--- src/rtl/guard_pkg.sv ---
package guard_pkg;

  localparam int BYTE_W = 8;

  typedef enum logic [1:0] {
    TGT_ARRAY  = 2'd0,
    TGT_ID     = 2'd1,
    TGT_STATUS = 2'd2
  } wr_target_e;

  typedef enum logic [1:0] {
    UL_NONE,
    UL_ENABLED,
    UL_FIRST,
    UL_OPEN
  } unlock_e;

  // strobes from control to datapath, all single-cycle
  typedef struct packed {
    logic       setEn;
    logic       clrEn;
    logic       start;
    logic       loadProt;
    wr_target_e target;
  } guard_strobe_t;

  // protected zone keyed on the two top address bits
  function automatic logic inProtectedZone(input logic [1:0] prot, input logic [1:0] top);
    case (prot)
      2'b00:   return 1'b0;
      2'b01:   return top == 2'b11;
      2'b10:   return top[1];
      default: return 1'b1;
    endcase
  endfunction

endpackage

--- src/rtl/guard_datapath.sv ---
module guard_datapath
  import guard_pkg::*;
#(
  parameter int ID_AW = 4,
  parameter int MAX_BURST = 8,
  localparam int CNT_W = $clog2(MAX_BURST + 3),
  localparam int LEN_W = $clog2(MAX_BURST + 1)
) (
  input  logic                clk,
  input  logic                rstN,
  input  logic                cmdValid,
  input  logic [BYTE_W-1:0]   cmdOp,
  input  logic                byteValid,
  input  logic [BYTE_W-1:0]   byteData,
  input  logic                csRise,
  input  logic                wrDone,
  input  guard_strobe_t       strobe,
  output logic [BYTE_W-1:0]   opReg,
  output logic [CNT_W-1:0]    byteCnt,
  output logic [BYTE_W-1:0]   firstByte,
  output logic                cmdSeen,
  output logic                writeEn,
  output logic                busy,
  output logic [1:0]          protLvl,
  output logic [ID_AW-1:0]    idPtr,
  output logic                wrStart,
  output wr_target_e          wrTarget,
  output logic [BYTE_W-1:0]   wrAddr,
  output logic [LEN_W-1:0]    wrLen
);

  localparam logic [CNT_W-1:0] CNT_SAT = CNT_W'(MAX_BURST + 2);

  // command capture
  always_ff @(posedge clk or negedge rstN) begin
    if (!rstN) begin
      opReg     <= '0;
      byteCnt   <= '0;
      firstByte <= '0;
      cmdSeen   <= 1'b0;
      idPtr     <= '0;
    end else begin
      if (cmdValid) begin
        opReg   <= cmdOp;
        byteCnt <= '0;
        cmdSeen <= 1'b1;
      end else begin
        if (byteValid) begin
          if (byteCnt == '0) begin
            firstByte <= byteData;
            idPtr     <= byteData[ID_AW-1:0];
          end else begin
            idPtr <= idPtr + 1'b1;
          end
          if (byteCnt != CNT_SAT) byteCnt <= byteCnt + 1'b1;
        end
        if (csRise) cmdSeen <= 1'b0;
      end
    end
  end

  // guarded state and write launch
  always_ff @(posedge clk or negedge rstN) begin
    if (!rstN) begin
      writeEn  <= 1'b0;
      busy     <= 1'b0;
      protLvl  <= 2'b00;
      wrStart  <= 1'b0;
      wrTarget <= TGT_ARRAY;
      wrAddr   <= '0;
      wrLen    <= '0;
    end else begin
      wrStart <= strobe.start;
      if (strobe.setEn)      writeEn <= 1'b1;
      else if (strobe.clrEn) writeEn <= 1'b0;
      if (strobe.start)      busy <= 1'b1;
      else if (wrDone)       busy <= 1'b0;
      if (strobe.loadProt)   protLvl <= firstByte[3:2];
      if (strobe.start) begin
        wrTarget <= strobe.target;
        case (strobe.target)
          TGT_ID: begin
            wrAddr <= BYTE_W'(firstByte[ID_AW-1:0]);
            wrLen  <= LEN_W'(byteCnt - 1'b1);
          end
          TGT_STATUS: begin
            wrAddr <= '0;
            wrLen  <= LEN_W'(1);
          end
          default: begin
            wrAddr <= firstByte;
            wrLen  <= LEN_W'(byteCnt - 1'b1);
          end
        endcase
      end
    end
  end

endmodule

--- src/rtl/guard_control.sv ---
module guard_control
  import guard_pkg::*;
#(
  parameter int MAX_BURST = 8,
  parameter logic [7:0] OP_ENABLE  = 8'h06,
  parameter logic [7:0] OP_DISABLE = 8'h04,
  parameter logic [7:0] OP_STAT_RD = 8'h05,
  parameter logic [7:0] OP_STAT_WR = 8'h01,
  parameter logic [7:0] OP_MEM_WR  = 8'h02,
  parameter logic [7:0] OP_KEY     = 8'h14,
  parameter logic [7:0] OP_UID_WR  = 8'h32,
  parameter logic [7:0] KEY_ONE    = 8'h55,
  parameter logic [7:0] KEY_TWO    = 8'hAA,
  localparam int CNT_W = $clog2(MAX_BURST + 3)
) (
  input  logic              clk,
  input  logic              rstN,
  input  logic              csRise,
  input  logic              partialByte,
  input  logic [BYTE_W-1:0] opReg,
  input  logic [CNT_W-1:0]  byteCnt,
  input  logic [BYTE_W-1:0] firstByte,
  input  logic              cmdSeen,
  input  logic              writeEn,
  input  logic              busy,
  input  logic [1:0]        protLvl,
  output guard_strobe_t     strobe
);

  unlock_e stage, stageNext;
  logic cmdEnd, burstOk, oneByte, blocked;

  always_comb begin
    strobe    = '0;
    stageNext = stage;
    cmdEnd    = csRise && cmdSeen;
    burstOk   = (byteCnt >= CNT_W'(2)) && (byteCnt <= CNT_W'(MAX_BURST + 1));
    oneByte   = byteCnt == CNT_W'(1);
    blocked   = busy && (opReg != OP_STAT_RD);
    if (cmdEnd && !blocked) begin
      stageNext    = UL_NONE;
      strobe.clrEn = (stage == UL_OPEN);
      if (!partialByte) begin
        if (opReg == OP_ENABLE) begin
          strobe.setEn = 1'b1;
          stageNext    = UL_ENABLED;
        end else if (opReg == OP_DISABLE) begin
          strobe.clrEn = 1'b1;
        end else if (opReg == OP_STAT_WR) begin
          if (oneByte && writeEn) begin
            strobe.start    = 1'b1;
            strobe.loadProt = 1'b1;
            strobe.target   = TGT_STATUS;
          end
        end else if (opReg == OP_MEM_WR) begin
          if (burstOk && writeEn && !inProtectedZone(protLvl, firstByte[BYTE_W-1 -: 2])) begin
            strobe.start  = 1'b1;
            strobe.target = TGT_ARRAY;
          end
        end else if (opReg == OP_UID_WR) begin
          if (burstOk && stage == UL_OPEN) begin
            strobe.start  = 1'b1;
            strobe.target = TGT_ID;
          end
        end else if (opReg == OP_KEY && oneByte) begin
          if (stage == UL_ENABLED && firstByte == KEY_ONE)   stageNext = UL_FIRST;
          else if (stage == UL_FIRST && firstByte == KEY_TWO) stageNext = UL_OPEN;
        end
      end
      if (strobe.start) strobe.clrEn = 1'b1;
    end
  end

  always_ff @(posedge clk or negedge rstN) begin
    if (!rstN) stage <= UL_NONE;
    else       stage <= stageNext;
  end

endmodule

--- src/rtl/nv_write_guard.sv ---
module nv_write_guard
  import guard_pkg::*;
#(
  parameter int ID_AW = 4,
  parameter int MAX_BURST = 8,
  parameter logic [7:0] OP_ENABLE  = 8'h06,
  parameter logic [7:0] OP_DISABLE = 8'h04,
  parameter logic [7:0] OP_STAT_RD = 8'h05,
  parameter logic [7:0] OP_STAT_WR = 8'h01,
  parameter logic [7:0] OP_MEM_WR  = 8'h02,
  parameter logic [7:0] OP_KEY     = 8'h14,
  parameter logic [7:0] OP_UID_WR  = 8'h32,
  parameter logic [7:0] KEY_ONE    = 8'h55,
  parameter logic [7:0] KEY_TWO    = 8'hAA
) (
  input  logic                             clk,
  input  logic                             rstN,
  input  logic                             cmdValid,
  input  logic [7:0]                       cmdOp,
  input  logic                             byteValid,
  input  logic [7:0]                       byteData,
  input  logic                             csRise,
  input  logic                             partialByte,
  input  logic                             wrDone,
  output logic [7:0]                       statusByte,
  output logic [ID_AW-1:0]                 idPtr,
  output logic                             wrStart,
  output logic [1:0]                       wrTarget,
  output logic [7:0]                       wrAddr,
  output logic [$clog2(MAX_BURST+1)-1:0]   wrLen
);

  localparam int CNT_W = $clog2(MAX_BURST + 3);

  guard_strobe_t      strobe;
  logic [BYTE_W-1:0]  opReg, firstByte;
  logic [CNT_W-1:0]   byteCnt;
  logic               cmdSeen, writeEn, busy;
  logic [1:0]         protLvl;
  wr_target_e         tgt;

  guard_control #(
    .MAX_BURST(MAX_BURST), .OP_ENABLE(OP_ENABLE), .OP_DISABLE(OP_DISABLE),
    .OP_STAT_RD(OP_STAT_RD), .OP_STAT_WR(OP_STAT_WR), .OP_MEM_WR(OP_MEM_WR),
    .OP_KEY(OP_KEY), .OP_UID_WR(OP_UID_WR), .KEY_ONE(KEY_ONE), .KEY_TWO(KEY_TWO)
  ) i_ctrl (
    .clk(clk), .rstN(rstN), .csRise(csRise), .partialByte(partialByte),
    .opReg(opReg), .byteCnt(byteCnt), .firstByte(firstByte), .cmdSeen(cmdSeen),
    .writeEn(writeEn), .busy(busy), .protLvl(protLvl), .strobe(strobe)
  );

  guard_datapath #(.ID_AW(ID_AW), .MAX_BURST(MAX_BURST)) i_dp (
    .clk(clk), .rstN(rstN), .cmdValid(cmdValid), .cmdOp(cmdOp),
    .byteValid(byteValid), .byteData(byteData), .csRise(csRise), .wrDone(wrDone),
    .strobe(strobe), .opReg(opReg), .byteCnt(byteCnt), .firstByte(firstByte),
    .cmdSeen(cmdSeen), .writeEn(writeEn), .busy(busy), .protLvl(protLvl),
    .idPtr(idPtr), .wrStart(wrStart), .wrTarget(tgt), .wrAddr(wrAddr), .wrLen(wrLen)
  );

  assign wrTarget   = tgt;
  assign statusByte = {{(BYTE_W-4){1'b0}}, protLvl, writeEn, busy};

endmodule

--- config.mk ---
export PLATFORM = sky130hd
export DESIGN_NAME = nv_write_guard
export DESIGN_NICKNAME = d
export VERILOG_FILES = /design/src/rtl/guard_pkg.sv /design/src/rtl/guard_datapath.sv /design/src/rtl/guard_control.sv /design/src/rtl/nv_write_guard.sv
export SDC_FILE = /design/constraint.sdc
export NUM_CORES = 1
export LEC_CHECK = 0
export CAP_MARGIN = 20
export CORE_ASPECT_RATIO = 1.2
export CORE_MARGIN = 10
export CORE_UTILIZATION = 46
export DETAILED_ROUTE_END_ITERATION = 10
export PLACE_DENSITY = 0.76
export SKIP_CTS_REPAIR_TIMING = 1
export SYNTH_ARGS = -nofsm -noshare
export SYNTH_HDL_FRONTEND = slang
export SYNTH_SLANG_ARGS = --single-unit
--- constraint.sdc ---
create_clock -name clk -period 2.7 [get_ports clk]
set_clock_uncertainty 0.05 [all_clocks]
set_input_delay 0.54 -clock clk [delete_from_list [all_inputs] [get_ports clk]]
set_output_delay 0.54 -clock clk [all_outputs]
set_load 0.005 [all_outputs]
* Word level (Yosys, flattened, before mapping)
Cells that the tools add are included.
Storage, ports and cells: flip-flop bits (word level) 46, input port bits 23, output and inout bits 27, word-level logic and storage cells 108
Operators by class: add/sub/neg operators 3, magnitude comparators 2, equality and inequality tests 19, mux-type cells 47, bitwise gates (word level) 1, reduce and logical (&&, ||, !) cells 23
Operators with widths (count):
- two-way mux 4 bit | 7
- two-way mux 2 bit | 12
- two-way mux 1 bit | 22
- two-way mux 6 bit | 3
- == test 8 x 3 -> 1 bit (second input constant) | 2
- case mux 8 bit (2 select lines) | 1
- logical AND 1 bit | 11
- == test 2 bit (second input constant) | 5
- nonzero test 2 bit | 5
- adder 4 x 1 -> 4 bit (second input constant) | 2
- == test 8 x 1 -> 1 bit (second input constant) | 1
- == test 8 x 2 -> 1 bit (second input constant) | 1
- == test 8 x 5 -> 1 bit (second input constant) | 1
- == test 8 x 6 -> 1 bit (second input constant) | 1
- == test 8 x 7 -> 1 bit (second input constant) | 1
- == test 8 bit (second input constant) | 1
- != test 8 x 3 -> 1 bit (second input constant) | 1
- == test 2 x 1 -> 1 bit (second input constant) | 3
- two-way mux 5 bit | 1
- == test 4 x 1 -> 1 bit (second input constant) | 1
- >= comparator 4 x 2 -> 1 bit (second input constant) | 1
- less-or-equal comparator 4 bit (second input constant) | 1
- logical NOT 4 bit | 1
- != test 4 bit (second input constant) | 1
- 7 further kinds | 9

* Longest topological paths before layout
depth after elaboration 21, gate-level depth with buffers 10, gate-level depth less buffers 10

* By module
From an unflattened synthesis, not the netlist that was laid out.
Unflattened totals: cell total of the unflattened synthesis 218, area total of the unflattened synthesis 2352.3 um^2
Modules (own cells, without submodules):
- guard_datapath | instances 1, cells each 161, area an instance 1921.8 um^2, sequential area each 1101.1 um^2
- guard_control | instances 1, cells each 50, area an instance 381.6 um^2, sequential area each 50.0 um^2
- nv_write_guard | instances 1, cells each 7, area an instance 48.8 um^2, sequential area each 0.0 um^2

* Worst setup path before layout
OpenSTA, ideal clock, no wires.
kind register to register, start point register i_dp.byteCnt[0], end point register i_dp.wrLen[0], library setup time 0.125 ns, arrival time 2.369 ns, data required time 2.525 ns, path slack 0.156 ns, stages on the path, launching flop included 10, buffers on the path 0, period minus slack after synthesis 2.544 ns, cells stage by stage dfrtp_1 > inv_1 > ha_1 > o21bai_1 > a2111oi_1 > inv_1 > or3_1 > ha_1 > nand2b_1 > mux2_2
On the way: longest elaborated chain between the ends 14, elaborated cells between the ends (all ways) 26, classes of those cells 1 x add/sub; 2 x order compare; 2 x eq/ne; 16 x mux; 5 x reduce/logical
Ends and longest elaborated chain:
- start, declared | line guard_datapath.sv:19 | output logic [CNT_W-1:0] byteCnt,
- start signal, assigned | line guard_datapath.sv:55 | if (byteCnt != CNT_SAT) byteCnt <= byteCnt + 1'b1;
- >= comparator 4 x 2 -> 1 bit / less-or-equal comparator 4 bit (equally long branches) | line guard_control.sv:37 | burstOk = (byteCnt >= CNT_W'(2)) && (byteCnt <= CNT_W'(MAX_BURST + 1));
- logical AND 1 bit | line guard_control.sv:37
- logical AND 1 bit | line guard_control.sv:61 | if (burstOk && stage == UL_OPEN) begin
- two-way mux 1 bit | line guard_control.sv:61
- two-way mux 2 bit | line guard_control.sv:60 | end else if (opReg == OP_UID_WR) begin
- two-way mux 2 bit | line guard_control.sv:55 | end else if (opReg == OP_MEM_WR) begin
- two-way mux 2 bit | line guard_control.sv:49 | end else if (opReg == OP_STAT_WR) begin
- two-way mux 4 bit | line guard_control.sv:47 | end else if (opReg == OP_DISABLE) begin
- two-way mux 5 bit | line guard_control.sv:44 | if (opReg == OP_ENABLE) begin
- two-way mux 6 bit | line guard_control.sv:43 | if (!partialByte) begin
- two-way mux 6 bit (2 in series) | line guard_control.sv:40 | if (cmdEnd && !blocked) begin
- == test 2 bit | line guard_datapath.sv:81 | case (strobe.target)
- two-way mux 4 bit
- end signal, assigned | line guard_datapath.sv:84 | wrLen <= LEN_W'(byteCnt - 1'b1);
- end signal, assigned | line guard_datapath.sv:92 | wrLen <= LEN_W'(byteCnt - 1'b1);
- end, declared | line guard_datapath.sv:29 | output logic [LEN_W-1:0] wrLen
Parallel ways exist; a longest one is shown, timed or not. The select of a mux whose other input is x is not followed. A chain may end at the register's enable or synchronous reset.

==> summary.txt <==
Finish
  • Area Overhead vs Synth: 26.0%
  • Count of nets after finishing: 298
  • Finished Layout Cells: 329
  • Number of fill cells in the layout: 446
  • Share of post-route cells with drive strength above 1: 17.8%
  • Antenna cells: 0
  • Share of the core filled with cells: 60.2%

Drt
  • Routed wirelength normalized by instance count: 16.3 um
  • Antenna viol nets, final: 0
  • Drt first-iter violations: 89
  • Routed vias/inst: 5.38
  • Vias post-DR: 1,771
  • First-pass detailed-route iteration total: 4
  • Residual DRC count: 0
  • Total routed wirelength: 5350 um

Power and ir drop
  • Power Dens Cells: 518 nW/um^2
  • Reported net switching power: 0.432 mW
  • Switching fraction of total power: 27.9%
  • Sequential share of power: 53.5%
  • Overall power consumption: 1.55 mW
  • Highest ir drop seen on vdd: 0.287 mV
  • Leakage power summed over all cells: 1.33 nW
  • Fraction of power consumed by combinational cells: 17.8%
  • Internal power: 1.12 mW
  • Relative contribution of the clock network to total power: 28.7%

Logic synthesis
  • Flip-flop and latch count after synthesis: 46
  • EDFF count, synth: 0
  • Cell types with the largest area share after synthesis: sky130_fd_sc_hd__dfrtp_1, sky130_fd_sc_hd__mux2_2, sky130_fd_sc_hd__mux2i_1
  • Combinational family with the most area after synthesis: simple AND/OR/NAND/NOR gates
  • Most frequent cell after synthesis: sky130_fd_sc_hd__dfrtp_1
  • Sequential area share after synthesis: 48.5%
  • Most frequent cells after synthesis: sky130_fd_sc_hd__dfrtp_1, sky130_fd_sc_hd__mux2_2, sky130_fd_sc_hd__inv_1, sky130_fd_sc_hd__nand2_1, sky130_fd_sc_hd__o21ai_0
  • Proportion of synthesized flip-flops having asynchronous set or reset: 100%
  • Post-Synthesis Mean Instance Area: 10.9 sq um
  • Cell taking the most area after synthesis: sky130_fd_sc_hd__dfrtp_1
  • Number of instances in the synthesized netlist: 217
  • Fraction of synthesized cell area taken by the top area cell type: 48.5%
  • Adder-cell share of the synthesized area: 3.69%
  • Library cells used by synthesis: 43
  • Synth Area in Compound Gates: 9.64%
  • Share of synthesized area spent on multiplexers: 14.2%
  • Area share of and/or/nand/nor cells after synthesis: 15.2%
  • Post-synthesis xor/xnor area fraction: 1.84%
  • Dominant register cell in the synthesized netlist: sky130_fd_sc_hd__dfrtp_1
  • Summed instance area of the synthesized netlist: 2370 sq um
  • Ys Warns: 0

Global routing
  • Pin count of the biggest net entering global routing: 33
  • Remaining Overflow, GRT: 0
  • Via count of the first global-routing pass: 1,860
  • Initial antenna violation count: 0
  • Global-route wire length before repair: 9030 um
  • GRT Total Usage: 13.0%

Place
  • Count of placed standard cells including taps: 321
  • Port-buffer cells: 45
  • Detail Placement HPWL: 4060 um
  • Gpl congestion: 0.787

Critical path
  • Endpoint class of the critical path: register
  • Start-to-end type of the worst setup path: register to register
  • Data arrival time of the critical path: 2670 ps
  • Critical Path RT: 2840 ps
  • Peak fanout along the critical path: 8
  • Startpoint type of the worst setup path: register

Outcome
  • Outcome: completed

STA
  • Pins Over Slew Limit: 0
  • Slew Limit Headroom: 53.4%
  • Total of endpoints with negative setup slack in the final report: 0
  • Final Hold Viols: 0
  • Shortest clock period the worst path allows after layout: 2540 ps
  • Post-route clock period utilization: 94.0%
  • Highest clock frequency the design can meet: 394 MHz
  • Final-layout setup total negative slack: 0 ps
  • Transition time of the tightest slew-check pin: 699 ps

Clock tree
  • CTS tree: done
  • CTS buffer count: 5
  • Buffers from clock root to sink, at most: 2
  • Clock latency of the later-clocked register in the worst-skew pair: 300 ps
  • Clock-pin slew on the worst setup and hold paths: 90 ps
  • Clock sink count: 46
  • Buffer cell driving the clock tree root: sky130_fd_sc_hd__clkbuf_8
  • Number of H-tree branching levels: 2

Worst hold path
  • Hold WC Path Type: input pin to async pin

Flow run
  • Max-capacitance violation count: 0

Floorplanning
  • Core Footprint: 4970 sq um
  • Floorplan die area: 8450 sq um
  • Number of placement rows: 28
  • Number of top-level design ports: 50
  • Die span in y: 98.7 um
  • Die width: 85.6 um
  • Starting Density: 47.7%
==> metrics by stage <==
step | hold WS (ps) | setup slack [ps] | instance area (sq um)
6_report | 227 | 163 | 2990
5_1_grt | 282 | -14.3 | 2990
4_1_cts | 248 | 89.8 | 2990
3_5_place_dp | 435 | 120 | 2890
3_3_place_gp | 426 | 200 | 2890
2_1_floorplan | 194 | 156 | 2390
==> state kept, by name (all words and copies together), names as in the netlist <==
name            cells
i_dp.wrStart        1
i_dp.wrLen          4
i_dp.byteCnt        4
i_dp.firstByte      8
i_ctrl.stage        2
i_dp.busy           1
i_dp.cmdSeen        1
i_dp.wrAddr         8
i_dp.opReg          8
i_dp.protLvl        2
i_dp.idPtr          4
i_dp.wrTarget       2
i_dp.writeEn        1
==> power groups by stage <==
stage / Sequential [mW] / Combinational (mW) / Clock [mW]
final: 0.829 / 0.276 / 0.444
after global routing: 0.841 / 0.308 / 0.484
after CTS: 0.830 / 0.277 / 0.453
after detailed placement: 0.843 / 0.276 / 0
after global placement: 0.841 / 0.269 / 0
after floorplan: 0.820 / 0.160 / 0
==> placed cells by master, fill, tap and decap left out, types with 2 or more instances in the layout <==
cell and count:
sky130_fd_sc_hd__dfrtp_1 46, sky130_fd_sc_hd__clkdlybuf4s50_1 44, sky130_fd_sc_hd__mux2_2 20, sky130_fd_sc_hd__inv_1 19
sky130_fd_sc_hd__nand2_1 15, sky130_fd_sc_hd__o21ai_0 14, sky130_fd_sc_hd__nor2_1 13, sky130_fd_sc_hd__mux2i_1 10
sky130_fd_sc_hd__buf_4 10, sky130_fd_sc_hd__nand4_1 6, sky130_fd_sc_hd__nor4bb_1 6, sky130_fd_sc_hd__ha_1 6
sky130_fd_sc_hd__clkbuf_8 6, sky130_fd_sc_hd__a21oi_1 4, sky130_fd_sc_hd__conb_1 4, sky130_fd_sc_hd__nand3_1 3
sky130_fd_sc_hd__xnor2_1 3, sky130_fd_sc_hd__nand4b_1 3, sky130_fd_sc_hd__nor3b_1 2, sky130_fd_sc_hd__or2_2 2
sky130_fd_sc_hd__nand2b_1 2, sky130_fd_sc_hd__xor2_1 2, sky130_fd_sc_hd__a31oi_1 2, sky130_fd_sc_hd__o22a_1 2
sky130_fd_sc_hd__nor3_1 2, sky130_fd_sc_hd__a21o_1 2
==> layer usage <==
metal  up-vias  share of wire, %  wire length [um]  track usage, %
met5         -                 0                 0               0
met4         0              0.95                51            4.19
met3         4               5.7               305            4.61
met2        44                51              2750            21.5
met1       871                42              2250            15.2
li1        852                 -                 -               -
==> area by class of cell <==
| cell class | instances | area (sq um) | area share, % |
|---|---|---|---|
| inverters | 19 | 71.3 | 2.38 |
| clock buffers | 6 | 82.6 | 2.76 |
| clock inverters | 2 | 12.5 | 0.418 |
| multi-input cells | 141 | 1080 | 36.1 |
| flip-flops and latches | 46 | 1150 | 38.5 |
| repair buffers | 55 | 520 | 17.4 |
| well taps | 60 | 75.1 | 2.51 |
==> worst paths after layout <==
path / slack [ps] / from / cells past startpoint / end
max in group asynchronous: 1770 / rstN / 2 / i_dp.opReg[2]
min in group clk: 450 / i_dp.wrLen[3] / 1 / i_dp.wrLen[3]
setup / recovery: 160 / i_dp.byteCnt[0] / 10 / i_dp.wrAddr[2]
hold reg to reg: 450 / i_dp.wrLen[3] / 1 / i_dp.wrLen[3]
hold / removal: 230 / rstN / 1 / i_dp.byteCnt[1]
setup reg to reg: 160 / i_dp.byteCnt[0] / 10 / i_dp.wrAddr[2]
==> cell families (layout without fill, tap and decap cells) <==
| kind of cell | after synthesis | count (layout) |
|---|---|---|
| buf+inv | 33 | 82 |
| mux | 31 | 31 |
| compound gates | 34 | 34 |
| xor+xnor | 5 | 5 |
| fa+ha+maj | 7 | 7 |
| other cells | 1 | 4 |
| flops | 46 | 46 |
| simple gates | 60 | 60 |
==> worst max-delay path, stage by stage, from the launching register on <==
cell and delay, ps:
sky130_fd_sc_hd__dfrtp_1 380, sky130_fd_sc_hd__inv_1 110, sky130_fd_sc_hd__ha_2 220, sky130_fd_sc_hd__o21bai_1 90, sky130_fd_sc_hd__a2111oi_2 410, sky130_fd_sc_hd__inv_1 100, sky130_fd_sc_hd__or3_1 400, sky130_fd_sc_hd__inv_1 80
sky130_fd_sc_hd__ha_1 300, sky130_fd_sc_hd__o21ai_0 190, sky130_fd_sc_hd__mux2i_1 90
(Power assumes the default switching activity.)
